<file path="config.mk">
export PLATFORM = sky130hd
export DESIGN_NAME = idata_addr_map
export DESIGN_NICKNAME = d
export VERILOG_FILES = /design/src/rtl/idata_addr_map.sv
export SDC_FILE = /design/constraint.sdc
export NUM_CORES = 1
export LEC_CHECK = 0
export BUFFER_PORTS_ARGS = -buffer_cell sky130_fd_sc_hd__buf_2
export CORE_ASPECT_RATIO = 0.7
export CORE_MARGIN = 1
export CORE_UTILIZATION = 25
export DETAILED_ROUTE_END_ITERATION = 8
export PLACE_DENSITY_LB_ADDON = 0.3
export SLEW_MARGIN = 5
export SYNTH_ARGS = -nofsm -noshare
export SYNTH_HDL_FRONTEND = slang
export SYNTH_SLANG_ARGS = --single-unit
export TNS_END_PERCENT = 10
</file>
<file path="constraint.sdc">
create_clock -name clk -period 1.5 [get_ports clk]
set_clock_uncertainty 0.05 [all_clocks]
set_input_delay 0 -clock clk [delete_from_list [all_inputs] [get_ports clk]]
set_output_delay 0 -clock clk [all_outputs]
set_load 0.01 [all_outputs]
</file>
<file path="src/rtl/idata_addr_map.sv">
module idata_addr_map #(
  parameter bit         UPPER_EN  = 1'b1,
  parameter logic [7:0] SP_RESET  = 8'h07,
  parameter logic [7:0] BIT_BASE  = 8'h20
) (
  input  logic       clk,
  input  logic       rst_n,
  input  logic       req_valid,
  input  logic [2:0] req_mode,
  input  logic [7:0] req_operand,
  input  logic [7:0] req_ptr,
  input  logic [1:0] psw_bank,
  output logic       map_valid,
  output logic [1:0] map_target,
  output logic [7:0] map_addr,
  output logic [2:0] map_bit_idx,
  output logic       map_bit_en,
  output logic [7:0] stack_ptr
);
  localparam logic [2:0] M_DIR = 3'd0, M_IND = 3'd1, M_REG = 3'd2,
                         M_BIT = 3'd3, M_PUSH = 3'd4, M_POP = 3'd5;
  localparam logic [1:0] T_NONE = 2'd0, T_LOW = 2'd1, T_HIGH = 2'd2, T_SFR = 2'd3;

  logic [7:0] sp_q, sp_n, a_n;
  logic [1:0] t_n;
  logic [2:0] b_n;
  logic       be_n;

  function automatic logic [1:0] ind_space(input logic [7:0] a);
    if (!a[7]) return T_LOW;
    return UPPER_EN ? T_HIGH : T_NONE;
  endfunction

  always_comb begin
    t_n  = T_NONE;
    a_n  = 8'h00;
    b_n  = 3'd0;
    be_n = 1'b0;
    sp_n = sp_q;
    case (req_mode)
      M_DIR: begin
        a_n = req_operand;
        t_n = req_operand[7] ? T_SFR : T_LOW;
      end
      M_IND: begin
        a_n = req_ptr;
        t_n = ind_space(req_ptr);
      end
      M_REG: begin
        a_n = {3'b000, psw_bank, req_operand[2:0]};
        t_n = T_LOW;
      end
      M_BIT: begin
        be_n = 1'b1;
        b_n  = req_operand[2:0];
        if (req_operand[7]) begin
          a_n = {req_operand[7:3], 3'b000};
          t_n = T_SFR;
        end else begin
          a_n = BIT_BASE + {4'b0000, req_operand[6:3]};
          t_n = T_LOW;
        end
      end
      M_PUSH: begin
        sp_n = sp_q + 8'd1;
        a_n  = sp_n;
        t_n  = ind_space(sp_n);
      end
      M_POP: begin
        a_n  = sp_q;
        t_n  = ind_space(sp_q);
        sp_n = sp_q - 8'd1;
      end
      default: ;
    endcase
  end

  always_ff @(posedge clk) begin
    if (!rst_n) begin
      sp_q        <= SP_RESET;
      map_valid   <= 1'b0;
      map_target  <= T_NONE;
      map_addr    <= 8'h00;
      map_bit_idx <= 3'd0;
      map_bit_en  <= 1'b0;
    end else begin
      map_valid <= req_valid;
      if (req_valid) begin
        sp_q        <= sp_n;
        map_target  <= t_n;
        map_addr    <= a_n;
        map_bit_idx <= b_n;
        map_bit_en  <= be_n;
      end
    end
  end

  assign stack_ptr = sp_q;
endmodule

</file>
==> summary.md, run 1 <==
| Metric | Value |
|---|---|
| IO Pins | 47 |
| Startpoint Class | flop |
| Commonest non-fill, non-tap cells in the layout | buf_2, buf_4, dfxtp_1 |
| Predominant post-synthesis flop cell | dfxtp_1 |
| Layout cells sized above 1 | 40.74% |
| Mapped Cells | 198 |
| Fill cells | 676 |
| Leakage power | 0.0009742 uW |
| Cell area after synthesis | 1620 um2 |
| CTS tree | done |
| Slew @ Worst Pin | 0.3400 ns |
| Worst Path Arrival | 1.62 ns |
| VDD IR max | 278.2 uV |
| First-pass GRT wire length | 8769 um |
| Tot Pwr | 1472 uW |
| Skew-Pair Late Insertion Delay | 0.27 ns |
| Routed vias/inst | 4.986 |
| R2r startpoint | stack_ptr[0] |
| Post-synth top area share | 28.42% |
| Reg-to-Reg End | stack_ptr[6] |
| Reg2Reg Setup Slack | -0.02 ns |
| Gr usage total | 15.91% |
| Yosys cell types | 59 |
| TritonCTS buffer count | 3 |
| # placed instances | 338 |
| # diodes | 0 |
| Pin count of the biggest net entering global routing | 23 |
| CTS HTree Levels | 1 |
| Count of port buffers added during placement | 46 |
| Total gr overflow | 0 |
| Fin. Hold Viols | 0 |
| Pre-Repair DR Iteration Count | 6 |
| Core Area | 6246 um2 |
| Avg WL per Cell | 14.99 um |
| Post-DP HPWL | 4034 um |
| EDFF count, synth | 0 |
| Chip height | 69.36 um |
| DIE AREA | 6812 um2 |
| Yosys warnings | 0 |
| Status | finished with violations |
| Crit. End Element | flop |
| Worst Hold Path EP | stack_ptr[2] |
| Initial DRC count | 71 |
| Setup TNS Final | -0.03183 ns |
| Final wirelength | 5218 um |
| Reg area | 470.5 um2 |
| Failing checks | setup timing |
| Syn nets | 224 |
| Cell taking the most area after synthesis | dfxtp_1 |
| Sequential-to-total area share from yosys stat | 28.42% |
| Tcrit/Tclk final | 101.2% |
| Final ANT Viol Nets | 0 |
| Layout Cells excl Fill | 348 |
| Pwr dens | 650.4 nW/um2 |
| RSZ-0062 raised after global routing | true |
| Setup-violating endpoint count in the final report | 2 |
| Relative slew slack | 77.12% |
| Synth-to-Final Area Change | 39.69% |
| Max-cap violation count | 0 |
| Max Fanout on Critical Path | 5 |
| CTS max path bufs | 2 |
| Placement Rows | 24 |
| Leading cell type in the layout, fill and taps excluded | buf_2 |
| Detailed-route DRC error count | 0 |
| Area of the multi-input gates | 1096 um2 |
| Yosys reg bits | 23 |
| Via Count | 1,735 |
| Number of global-route vias before repair | 1,721 |
| Max Slew Vio Count | 0 |
| Clk sinks | 23 |
| Crit Path Class | reg -> reg |
| Syn Area/Cell | 8.183 um2 |
| Post-synthesis async set-or-reset flop share | 0% |
| Final worst setup slack | -0.01770 ns |
| Top post-synthesis cells by area | dfxtp_1, a21oi_1, mux2i_1 |
| Die width | 98.23 um |
| Hold WC Path Type | in -> reg |
| Clk root buf | clkbuf_8 |
| Starting density of the core | 25.94% |
| Worst Path Required | 1.61 ns |
| Peak Freq | 658.9 MHz |
| Hold_sp | rst_n |
| Final #Nets | 297 |
| Worst-path clk slew | 0.09 ns |
| Worst R2R Path Depth | 6 |
| Hold Path Depth | 3 |
| Initial antenna violation count | 0 |
| RD Place Congestion | 0.8140 |
| Post-route minimum period | 1.518 ns |
==> where the power goes <==
group / leakage, uW / internal, uW / switching, uW
sequential: 0.000189 / 636 / 16.7
clock: 0.0000228 / 190 / 224
combinational: 0.000763 / 194 / 211
total: 0.000974 / 1020 / 452
==> stage by stage <==
stage / util [%] / cell area [um2] / hold slack (ns) / worst slack, ns
floorplan: - / 1624 / 0.09279 / -0.05251
global placement: 33.73 / 2107 / 0.2052 / -0.03937
detailed placement: 33.73 / 2107 / 0.2140 / -0.05419
CTS: 35.72 / 2231 / 0.04906 / -0.04331
global route: 36.24 / 2263 / 0.06008 / -0.08997
finish: 36.24 / 2263 / 0.05612 / -0.01770
==> cell type report <==
cell class                      count  area share (%)
Clock buffer                        4           1.990
Inverter                            7           1.271
Multi-Input combinational cell    154           48.42
Sequential cell                    23           20.78
Tap cell                           78           4.312
Timing Repair Buffer               82           23.22
==> Yosys cell counts (2+ instances only) <==
cell type  instances
a21oi_1           15
a221oi_1           3
a22oi_1            5
a31oi_1            4
buf_2              6
buf_4              4
clkbuf_1           3
dfxtp_1           23
ha_1               2
inv_1              5
inv_2              2
mux2_2             4
mux2i_1            7
nand2_1           14
nand2b_1           7
nand3_1            7
nor2_1             9
nor2b_1            6
nor3_1             5
nor3b_2            2
nor4_1             2
nor4b_1            2
o211ai_1           4
o21ai_0           11
o21ai_1            3
o22a_1             2
o22ai_1            2
or3_1              4
or4b_1             2
xnor2_1            3
xor2_1             2
==> worst max-delay path, cell delays in order (launching register included) <==
cell,delay [ns]
dfxtp_4,0.38
inv_4,0.06
ha_4,0.13
or4b_4,0.46
o21ai_2,0.12
a211o_1,0.12
o311ai_1,0.08
==> routing by layer <==
| metal | vias to the layer above | wire length [um] | track usage [%] |
|---|---|---|---|
| li1 | 886 | - | - |
| met1 | 798 | 2896 | 25.33 |
| met2 | 49 | 2040 | 22.54 |
| met3 | 2 | 276 | 3.226 |
| met4 | 0 | 4 | 0.9950 |
| met5 | - | 0 | 0 |
==> logic make-up (layout without fill, tap and decap cells) <==
family / Yosys count / after routing / synth area share, %
simple gates: 76 / 76 / 29.42
compound gates: 60 / 60 / 24.09
flops: 23 / 23 / 28.42
buf+inv: 21 / 93 / 6.718
mux: 11 / 11 / 7.104
xor+xnor: 5 / 5 / 2.703
fa+ha+maj: 2 / 2 / 1.544
==> worst max path at each step <==
stage / to / depth (start not counted) / slack, ns / start
2_1_floorplan: stack_ptr[7] / 5 / -0.05 / stack_ptr[4]
3_3_place_gp: stack_ptr[7] / 4 / -0.04 / stack_ptr[3]
3_5_place_dp: stack_ptr[7] / 4 / -0.05 / stack_ptr[3]
4_1_cts: stack_ptr[6] / 6 / -0.04 / stack_ptr[0]
5_1_grt: stack_ptr[6] / 6 / -0.09 / stack_ptr[0]
6_report: stack_ptr[6] / 6 / -0.02 / stack_ptr[0]
==> repair_timing <==
item,in CTS,in global routing
resized for setup,7,8
hold buffers,5,0
buffers inserted,0,1
setup endpoints to repair,6,9
hold endpoints to repair,5,0
pin swaps,2,5
==> state kept, by name (all words and copies together) (netlist names) <==
name / flops
map_addr: 8
stack_ptr: 8
map_bit_idx: 3
map_target: 2
map_bit_en: 1
map_valid: 1
Power figures use the tool's default switching activity.
==> inputs of run 2 (changes only) <==
SKIP_CTS_REPAIR_TIMING = 1   (was unset)
==> summary.md, run 2 (same netlist as run 1, synthesis figures left out) <==
| Metric | Value |
|---|---|
| Status | finished with violations (unchanged) |
| Failing checks | setup timing (unchanged) |
| Metal-1 WL | 2828 um (was 2896 um) |
| Gr usage total | 15.56% (was 15.91%) |
| Number of global-route vias before repair | 1,679 (was 1,721) |
| Slew @ Worst Pin | 0.3485 ns (was 0.3400 ns) |
| Tcrit/Tclk final | 103.6% (was 101.2%) |
| Relative slew slack | 76.55% (was 77.12%) |
| Total gr overflow | 0 (unchanged) |
| Avg WL per Cell | 15.08 um (was 14.99 um) |
| Final ANT Viol Nets | 0 (unchanged) |
| Chip height | 69.36 um (unchanged) |
| Worst-path clk slew | 0.09 ns (about the same) |
| Starting density of the core | 25.94% (unchanged) |
| Initial antenna violation count | 0 (unchanged) |
| Post-DP HPWL | 4034 um (unchanged) |
| # placed instances | 338 (unchanged) |
| Clk root buf | clkbuf_8 (unchanged) |
| CTS max path bufs | 2 (unchanged) |
| Routed vias/inst | 5.029 (was 4.986) |
| Hold WC Path Type | in -> reg (unchanged) |
| Setup TNS Final | -0.05949 ns (was -0.03183 ns) |
| Via Count | 1,740 (was 1,735) |
| Post-route minimum period | 1.555 ns (was 1.518 ns) |
| # diodes | 0 (unchanged) |
| Max Slew Vio Count | 0 (unchanged) |
| Final worst setup slack | -0.05460 ns (was -0.01770 ns) |
| Setup-violating endpoint count in the final report | 2 (unchanged) |
| Initial DRC count | 59 (was 71) |
| Final #Nets | 295 (was 297) |
| Tot Pwr | 1465 uW (was 1472 uW) |
| Max Fanout on Critical Path | 5 (unchanged) |
| Detailed-route DRC error count | 0 (unchanged) |
| Met3 WL | 364 um (was 276 um) |
| CTS HTree Levels | 1 (unchanged) |
| Pwr dens | 649.6 nW/um2 (was 650.4 nW/um2) |
| Wire length on met2 | 2021 um (was 2040 um) |
| Skew-Pair Late Insertion Delay | 0.27 ns (about the same) |
| CTS tree | done (unchanged) |
| TritonCTS buffer count | 3 (unchanged) |
| Worst Path Arrival | 1.66 ns (was 1.62 ns) |
| Clk sinks | 23 (unchanged) |
| DIE AREA | 6812 um2 (unchanged) |
| Die width | 98.23 um (unchanged) |
| Final wirelength | 5219 um (was 5218 um) |
| Core Area | 6246 um2 (unchanged) |
| Count of port buffers added during placement | 46 (unchanged) |
| Layout cells sized above 1 | 41.04% (was 40.74%) |
| Leading cell type in the layout, fill and taps excluded | buf_2 (unchanged) |
| Fin. Hold Viols | 0 (unchanged) |
| Synth-to-Final Area Change | 39.23% (was 39.69%) |
| VDD IR max | 275.3 uV (was 278.2 uV) |
| Pre-Repair DR Iteration Count | 6 (unchanged) |
| WHS | 0.002340 ns (was 0.05612 ns) |
| Worst Path Required | 1.60 ns (was 1.61 ns) |
| Highest Signal Layer | met4 (unchanged) |
| First-pass GRT wire length | 8576 um (was 8769 um) |
| Crit. End Element | flop (unchanged) |
| RD Place Congestion | 0.8140 (unchanged) |
| Peak Freq | 643.3 MHz (was 658.9 MHz) |
| Startpoint Class | flop (unchanged) |
| Commonest non-fill, non-tap cells in the layout | buf_2, buf_4, dfxtp_1 (unchanged) |
| Placement Rows | 24 (unchanged) |
| Pin count of the biggest net entering global routing | 23 (unchanged) |
| IO Pins | 47 (unchanged) |
| Finished Core Util | 36.12% (was 36.24%) |
| Leakage power | 0.0009662 uW (was 0.0009742 uW) |
| Crit Path Class | reg -> reg (unchanged) |
| Layout Cells excl Fill | 346 (was 348) |
| RSZ-0062 raised after global routing | true (unchanged) |
| Max-cap violation count | 0 (unchanged) |
[run 2: cell types whose count changed in the layout (fill, tap and decap cells not counted)]
cell / previous run / this run
dlygate4sd3_1: 5 / 4
o311ai_1: 1 / 0
buf_4: 30 / 29
inv_4: 1 / 2
o311ai_2: 0 / 1
inv_2: 3 / 2
[run 2: critical path, stage by stage (launching register included)]
cell and delay, ns:
dfxtp_4 0.38, inv_4 0.06, ha_4 0.12, or4b_4 0.46
o21ai_2 0.14, a211o_1 0.14, o311ai_2 0.08
[run 2: report_power, final]
group	leakage, uW	internal, uW	total [uW]	switching [uW]
combinational	0.000755	191	402	211
clock	0.0000228	190	411	221
sequential	0.000189	636	653	17.2
[run 2: final cells by class]
cell class / count / area (um2)
fillers: 680 / 3990
flip-flops and latches: 23 / 470.5
multi-input cells: 154 / 1104
inverters: 7 / 31.28
well taps: 78 / 97.59
clock buffers: 4 / 45.04
repair buffers: 80 / 508.0
[run 2: per-layer routing]
| metal | vias to the layer above | GRT usage (%) |
|---|---|---|
| li1 | 885 | - |
| met3 | 2 | 3.327 |
| met2 | 62 | 21.28 |
| met4 | 0 | 0.9950 |
| met5 | - | 0 |
| met1 | 791 | 25.26 |
[run 2: final timing paths]
check                                     to  slack, ns           start  cells after the start
worst max-delay path            stack_ptr[6]      -0.05    stack_ptr[1]                      6
worst min register to register   map_addr[7]       0.42     map_addr[7]                      2
worst min-delay path             map_addr[6]      0.002  req_operand[6]                      3
worst max register to register  stack_ptr[6]      -0.05    stack_ptr[1]                      6
[run 2: per-stage QoR]
stage | setup slack (ns) | cell area (um2)
final | -0.05460 | 2256
after global routing | -0.1063 | 2256
after CTS | -0.06852 | 2152
after detailed placement | -0.05419 | 2107
after global placement | -0.03937 | 2107
after floorplan | -0.05251 | 1624
